**src/rtl/lpc_host_engine.sv**
```systemverilog
module lpc_host_engine #(
  parameter int SHORT_LIMIT = 8,
  parameter int LONG_LIMIT  = 64
) (
  input  logic        clk,
  input  logic        rst_n,
  input  logic        req_valid,
  output logic        req_ready,
  input  logic        req_mem,
  input  logic        req_write,
  input  logic [31:0] req_addr,
  input  logic [7:0]  req_wdata,
  output logic        done,
  output logic        err,
  output logic [7:0]  rdata,
  output logic        lframe_n,
  output logic [3:0]  lad_out,
  output logic        lad_oe,
  input  logic [3:0]  lad_in
);
  localparam int CW = $clog2(LONG_LIMIT + 1);

  typedef enum logic [3:0] {
    S_IDLE, S_START, S_CTYP, S_ADDR, S_WDAT, S_TAR1, S_TAR2,
    S_SYNC, S_RDAT, S_FTR1, S_FTR2, S_ABRT, S_RCOV
  } st_t;

  st_t         st;
  logic [2:0]  cnt;
  logic [CW-1:0] wcnt;
  logic        mem_q, wr_q, err_q;
  logic [31:0] addr_q;
  logic [7:0]  wdata_q;

  wire sync_ok  = lad_in == 4'h0;
  wire sync_bad = lad_in == 4'hA;
  wire sync_sw  = lad_in == 4'h5;
  wire sync_lw  = lad_in == 4'h6;
  wire sync_rsv = !(sync_ok || sync_bad || sync_sw || sync_lw);
  wire wait_over = (sync_sw && wcnt >= CW'(SHORT_LIMIT)) ||
                   (sync_lw && wcnt >= CW'(LONG_LIMIT));
  wire [2:0] addr_last = mem_q ? 3'd7 : 3'd3;
  wire [2:0] nib_idx   = addr_last - cnt;

  assign req_ready = st == S_IDLE;
  assign lframe_n  = !(st == S_START || st == S_ABRT);
  assign lad_oe    = st inside {S_START, S_CTYP, S_ADDR, S_WDAT, S_TAR1, S_ABRT};

  always_comb begin
    case (st)
      S_CTYP:         lad_out = {1'b0, mem_q, wr_q, 1'b0};
      S_ADDR:         lad_out = addr_q[{nib_idx, 2'b00} +: 4];
      S_WDAT:         lad_out = wdata_q[{cnt[0], 2'b00} +: 4];
      S_TAR1, S_ABRT: lad_out = 4'hF;
      default:        lad_out = 4'h0;
    endcase
  end

  always_ff @(posedge clk) begin
    if (!rst_n) begin
      st <= S_IDLE; cnt <= '0; wcnt <= '0;
      mem_q <= 1'b0; wr_q <= 1'b0; err_q <= 1'b0;
      addr_q <= '0; wdata_q <= '0;
      done <= 1'b0; err <= 1'b0; rdata <= '0;
    end else begin
      done <= 1'b0;
      case (st)
        S_IDLE: if (req_valid) begin
          mem_q <= req_mem; wr_q <= req_write;
          addr_q <= req_addr; wdata_q <= req_wdata;
          err_q <= 1'b0; st <= S_START;
        end
        S_START: st <= S_CTYP;
        S_CTYP: begin cnt <= '0; st <= S_ADDR; end
        S_ADDR: if (cnt == addr_last) begin
          cnt <= '0; st <= wr_q ? S_WDAT : S_TAR1;
        end else cnt <= cnt + 3'd1;
        S_WDAT: if (cnt[0]) begin
          cnt <= '0; st <= S_TAR1;
        end else cnt <= cnt + 3'd1;
        S_TAR1: st <= S_TAR2;
        S_TAR2: begin wcnt <= '0; st <= S_SYNC; end
        S_SYNC: if (sync_ok || sync_bad) begin
          err_q <= sync_bad; cnt <= '0;
          st <= wr_q ? S_FTR1 : S_RDAT;
        end else if (sync_rsv || wait_over) begin
          err_q <= 1'b1; cnt <= '0; st <= S_ABRT;
        end else wcnt <= wcnt + 1'b1;
        S_RDAT: begin
          rdata[{cnt[0], 2'b00} +: 4] <= lad_in;
          if (cnt[0]) begin cnt <= '0; st <= S_FTR1; end
          else cnt <= cnt + 3'd1;
        end
        S_FTR1: st <= S_FTR2;
        S_FTR2: begin done <= 1'b1; err <= err_q; st <= S_IDLE; end
        S_ABRT: if (cnt == 3'd3) st <= S_RCOV; else cnt <= cnt + 3'd1;
        S_RCOV: begin done <= 1'b1; err <= 1'b1; st <= S_IDLE; end
        default: st <= S_IDLE;
      endcase
    end
  end

  assert_accept_start_R11: assert property (@(posedge clk) disable iff (!rst_n)
    req_valid && req_ready |=> !lframe_n && lad_out == 4'h0 && lad_oe);
  assert_frame_release_R2: assert property (@(posedge clk) disable iff (!rst_n)
    $fell(lframe_n) && lad_out == 4'h0 |=> lframe_n);
  assert_done_pulse_R5: assert property (@(posedge clk) disable iff (!rst_n)
    done |=> !done);
  assert_short_timeout_R7: assert property (@(posedge clk) disable iff (!rst_n)
    st == S_SYNC && sync_sw && wcnt == CW'(SHORT_LIMIT) |=> !lframe_n && lad_out == 4'hF);
  assert_reserved_abort_R9: assert property (@(posedge clk) disable iff (!rst_n)
    st == S_SYNC && sync_rsv |=> !lframe_n && lad_oe);
  assert_abort_length_R10: assert property (@(posedge clk) disable iff (!rst_n)
    $rose(lframe_n) && $past(lad_out) == 4'hF |-> !$past(lframe_n, 4) && !$past(lframe_n, 1));
endmodule

```
**config.mk**
```make
export PLATFORM = sky130hd
export DESIGN_NAME = lpc_host_engine
export DESIGN_NICKNAME = d
export VERILOG_FILES = /design/src/rtl/lpc_host_engine.sv
export SDC_FILE = /design/constraint.sdc
export NUM_CORES = 1
export LEC_CHECK = 0
export CELL_PAD_IN_SITES_DETAIL_PLACEMENT = 0
export CELL_PAD_IN_SITES_GLOBAL_PLACEMENT = 1
export CORE_MARGIN = 2
export CORE_UTILIZATION = 50
export CTS_BUF_LIST = sky130_fd_sc_hd__clkbuf_16
export CTS_CLUSTER_SIZE = 12
export DETAILED_ROUTE_END_ITERATION = 16
export DONT_BUFFER_PORTS = 1
export GPL_TIMING_DRIVEN = 0
export HOLD_SLACK_MARGIN = 0.08
export PLACE_DENSITY_LB_ADDON = 0.12
export SYNTH_ARGS = -nofsm -noshare
export SYNTH_HDL_FRONTEND = slang
export SYNTH_SLANG_ARGS = --single-unit
```
**constraint.sdc**
```tcl
create_clock -name clk -period 3.18 [get_ports clk]
set_clock_uncertainty 0.1 [all_clocks]
set_input_delay 0.159 -clock clk [delete_from_list [all_inputs] [get_ports clk]]
set_output_delay 0.159 -clock clk [all_outputs]
set_load 0.02 [all_outputs]
```
**Word level (Yosys, flattened, before mapping)**

Index checks and enable logic that the tools add are counted.
Widths: inputs -> output; s select.

- Memories kept: 0
- Input bits: 49
- Bits in latches: 0
- Register bits: 67
- Output and inout port bits: 17
- RAM bits: 0
- Bits in read-only memories: 0

- Muxes and demuxes: 28
- Reductions and logical operators: 25
- Bitwise gates (word level): 0
- Shift-type cells: 4
- Divide/modulo/power cells: 0
- Multiply operators: 0
- Add/sub/neg operators: 4
- Equality and inequality tests: 26
- Magnitude comparators: 2

Operator list:

| cell | number |
|---|---|
| $pmux 4 s11 | 1 |
| $shiftx 32x6->4 | 1 |
| $mux 4 | 7 |
| $eq 4x3->1 const B | 6 |
| $eq 4x4->1 const B | 6 |
| $mux 3 | 6 |
| $pmux 4 s4 | 1 |
| $pmux 3 s5 | 1 |
| $mux 7 | 2 |
| $pmux 7 s2 | 1 |
| $ne 2x2->1 const B | 6 |
| $reduce_and 3->1 | 3 |
| $bwmux 8 | 1 |
| $eq 4x2->1 const B | 2 |
| $logic_not 4->1 | 2 |
| $shift 4x5->8 const A | 1 |
| $shiftx 4x5->8 | 1 |
| $shiftx 8x4->4 | 1 |
| $add 7x1->7 const B | 1 |
| $ge 7x4->1 const B | 1 |
| $ge 7x7->1 const B | 1 |
| $logic_or 1x1->1 | 6 |
| $mux 1 | 6 |
| $reduce_and 6->1 | 1 |
| other kinds (16) | 24 |

**Longest topological paths before layout**

- Depth after elaboration: 9
- Mapped depth: 8
- Depth with buffers taken out: 7

**Worst setup path before layout**

Ideal clock, no wire load.

- Path kind: register to register
- From: register st[1]
- To: register addr_q[31]
- Setup slack: 0.959 ns
- Clock period less this slack: 2.221 ns
- Stages on the path, launching flop included: 8
- Required time: 3.009 ns
- Arrival time: 2.051 ns
- Setup time: 0.071 ns
- Cells stage by stage: dfxtp_1 buf_2 nor4_1 and2_1 buf_2 clkbuf_1 nand2_1 a21oi_1

- Longest elaborated chain between the ends: 2

RTL lines:

| what | RTL line | text |
|---|---|---|
| start, declared | 28 | `st_t st;` |
| start signal, assigned | 85 | `st <= wr_q ? S_FTR1 : S_RDAT;` |
| $logic_not 4->1 | - |  |
| net req_ready | 8 | `output logic req_ready,` |
| $reduce_and 2->1 (no line) | - |  |
| end signal, assigned | 70 | `addr_q <= req_addr; wdata_q <= req_wdata;` |
| end, declared | 32 | `logic [31:0] addr_q;` |

The timed path passes the listed nets, and every way through them passes these cells.
A chain may end at the register's enable or synchronous reset.

**Final worst setup path**

- From: register cnt[0]
- To: output port lad_out[3]

- Longest elaborated chain between the ends: 3
- Elaborated cells between the ends (all ways): 4
- Classes of those cells: add/sub (1); shift (2); mux (1)

RTL lines:

| what | RTL line | text |
|---|---|---|
| start, declared | 29 | `logic [2:0] cnt;` |
| start signal, assigned | 77 | `end else cnt <= cnt + 3'd1;` |
| start signal, assigned | 80 | `end else cnt <= cnt + 3'd1;` |
| start signal, assigned | 92 | `else cnt <= cnt + 3'd1;` |
| $sub 3x3->3 | 43 | `wire [2:0] nib_idx = addr_last - cnt;` |
| $shiftx 32x6->4 | 52 | `S_ADDR: lad_out = addr_q[{nib_idx, 2'b00} +: 4];` |
| $pmux 4 s4 * | 50 | `case (st)` |
| end, declared | 17 | `output logic [3:0] lad_out,` |

Mark *: on every way between the ends. The rest lies on a longest branch, timed or not.

==> results.yml <==
critical_path:
  cp.required_ns: 2.92
  timing.rr.start: "st[1]$_SDFFE_PN0P_"
  crit_chain: "clkbuf_1, clkbuf_1, mux4_2, a211oi_1, o22ai_1"
  crit_slowest_cell: "clkbuf_1"
  path_max_fanout: 10
  cp_top_family: "buffers and inverters"
  cp_num_buf_inv: 2
  path_depth: 5
  r2r_slack_ns: 0.48
  r2r-end: "wdata_q[0]$_SDFFE_PN0P_"
  critPathCaptureType: "output port"
  worst_path_most_repeated_cell: "clkbuf_1"
  slowest_delay_ns: 0.54
  start_kind: "flop"
  critical_path_class: "reg2out"
  crit_arrival_ns: 2.66
  r2r_cells: 7
cts:
  cts_tree: "done"
  root_buffer: "clkbuf_16"
  clockBufferDepth: 2
  clk_pin_slew_ns: 0.05
  cts.sinks: 67
  numCtsBuffers: 9
  cts_resized: 0
  clock_latency_ns: 0.33
  htree_levels: 3
die:
  core-area_mm2: 0.006350
  die_h_um: 84.99
  rows: 29
  die_area_mm2: 0.007222
  io-pin-count: 66
  initial_core_util: 0.5165
  die_w_um: 84.99
power:
  p_per_area_mw_per_mm2: 759.8
  pwr-share-seq: 0.355
  clockPowerShare: 0.300
  vdd_drop_max_v: 0.0004670
  p_int_uw: 1975
  combPwrFrac: 0.345
  leakage_uw: 0.001507
  p_sw_frac: 0.3694
  p_switching_uw: 1157
run:
  drv_cap: 0
synth:
  ys.warnings.count: 0
  synth_cells: 408
  synth_seq_area_share: 0.4090
  synth_ff_type: "dfxtp_1"
  yosysTopAreaCell: "dfxtp_1"
  synth_cell_types: 52
  syn_avg_cell_area_um2: 8.038
  async_flop_share: 0
  synth_top_area_share: 0.4090
  syn_area_mm2: 0.003279
  syn_nets: 462
  synth-edff-count: 0
  synth-seq-cells: 67
  synth.top_cells.by_area: "dfxtp_1 (41%), nand2_1 (12%), a21oi_1 (9.2%), mux4_2 (5.5%), clkbuf_1 (2.6%)"
timing:
  fmax_mhz: 342.8
  drv_slew: 0
  maxSlewHeadroom: 0.2423
  finalCritPeriodShare: 0.9173
  setup_tns_ns: 0
  rsz0062_at_grt: "no"
  finalHoldViolations: 0
  setup_viol: 0
  worstMarginPinSlew_ns: 1.126
  min_period_ns: 2.917
routing:
  viasPerCell: 5.691
  dr.pass1.iters: 4
  totalWireLength_um: 9082
  drcViolationCount: 0
  ant_nets: 0
  wire_per_inst_um: 16.60
  first_iter_violations: 130
  routed-via-count: 3113
global_route:
  grt_max_degree: 11
  antenna_found_initial: 0
  grtUsageTotal: 0.2661
  grt_pass1_wl_um: 15010
  grt_pass1_vias: 3101
  gr-total-overflow: 0
placement:
  gp_congestion: 0.9218
  place_hpwl_um: 6114
  port_buffers: 0
  place_area_mm2: 0.003376
worst_hold_path:
  hp-start: "lad_in[2]"
  hold_class: "in2reg"
  worstHoldPathCells: 4
  hold_end: "err_q$_SDFFE_PN0P_"
finish:
  finalInstanceArea_mm2: 0.004121
  final_common_cell: "nand2_1"
  nets: 520
  final_cell_mix: "nand2_1 (104), dfxtp_1 (67), a21oi_1 (60), dlygate4sd3_1 (47), clkbuf_1 (23)"
  diodes: 0
  multi_input_area_mm2: 0.001800
  fillers: 551
  drive_above_1_share: 0.06596
  area_delta_synth_final_pct: 25.68
  register_area_mm2: 0.001341
status:
  outcome: "finished, final reports clean"
area by class of cell:
cell class,count,area share
multi-input combinational,305,0.4369
sequential,67,0.3254
timing repair buffer,47,0.1141
clock buffer,9,0.05464
buffer,26,0.02429
tap,77,0.02338
clock inverter,6,0.01214
inverter,10,0.009107
worst reg2reg max path: stages (launching register included):
cell and delay [ns]:
dfxtp_1 0.31, buf_2 0.18, nor4_1 0.92, and2_1 0.23
buf_2 0.21, clkbuf_1 0.41, nand2_1 0.10, a21oi_1 0.16
Yosys cell counts (2+ instances only):
cell type    n
a211oi_1     9
a21o_1       4
a21oi_1     60
and2_1       3
buf_2        2
clkbuf_1    23
dfxtp_1     67
ha_1         5
inv_1       10
mux2_2       3
mux2i_1      5
mux4_2       8
nand2_1    104
nand2b_1     6
nand3_1     11
nor2_1      19
nor2b_1      8
nor3_1       6
nor4_1       3
o21a_1       2
o21ai_0      9
o22ai_1      5
or3_1        3
xnor2_1      4
xor2_1       2
worst max path at each step:
stage,startpoint,to,slack [ns]
after global placement,cnt[0]$_SDFFE_PN0P_,cnt[1]$_SDFFE_PN0P_,0.45
after global routing,cnt[0]$_SDFFE_PN0P_,lad_out[3],0.09
final,cnt[0]$_SDFFE_PN0P_,lad_out[3],0.26
after detailed placement,st[1]$_SDFFE_PN0P_,wdata_q[5]$_SDFFE_PN0P_,0.49
after floorplan,st[1]$_SDFFE_PN0P_,addr_q[31]$_SDFFE_PN0P_,0.96
after CTS,cnt[0]$_SDFFE_PN0P_,lad_out[3],0.21
kinds of logic (layout without fill, tap and decap cells):
group	Yosys count	after routing	synth area share
muxes	16	16	0.08050
adders and majority gates	5	5	0.01908
and+or+nand+nor	174	174	0.2354
DFF	67	67	0.4090
xor gates and xnor gates	7	7	0.02099
AOI/OAI and AO/OA	103	103	0.1931
buffers and inverters	36	98	0.04197
power groups by stage:
stage                     Sequential, uW  Clock [uW]  Combinational [uW]
after global placement              1120           0                 997
after floorplan                     1090           0                 793
after detailed placement            1130           0                1010
after global routing                1130         982                1200
after CTS                           1110         952                1070
final                               1110         939                1080
state kept, by name (all words and copies together), names as in the netlist:
name     count
addr_q      32
rdata        8
wdata_q      8
wcnt         7
st           4
cnt          3
done         1
err          1
err_q        1
mem_q        1
wr_q         1
per-layer routing:
layer | global-route usage | up-vias | routed length, um
met3 | 0.07101 | 18 | 577
met1 | 0.3083 | 1457 | 3695
li1 | - | 1542 | -
met4 | 0.07648 | 0 | 148
met5 | 0 | - | 0
met2 | 0.4801 | 96 | 4660
what timing repair did:
action / CTS / global route
hold buffers: 47 / 0
hold endpoints to repair: 60 / 0
setup buffers: 0 / 0
setup endpoints to repair: 0 / 0
through the flow:
step / total power, uW / utilization / worst slack (ns) / hold slack (ns) / std cells
6_report: 3131 / 0.6491 / 0.2629 / 0.09715 / 547
5_1_grt: 3316 / 0.6491 / 0.08648 / 0.1246 / 547
4_1_cts: 3129 / 0.6491 / 0.2146 / 0.09420 / 547
3_5_place_dp: 2143 / 0.5316 / 0.4907 / 0.1835 / 485
3_3_place_gp: 2121 / 0.5316 / 0.4500 / 0.1812 / 485
2_1_floorplan: 1888 / - / 0.9589 / 0.1765 / 408
Note: power is estimated with default switching activity, not from simulation.
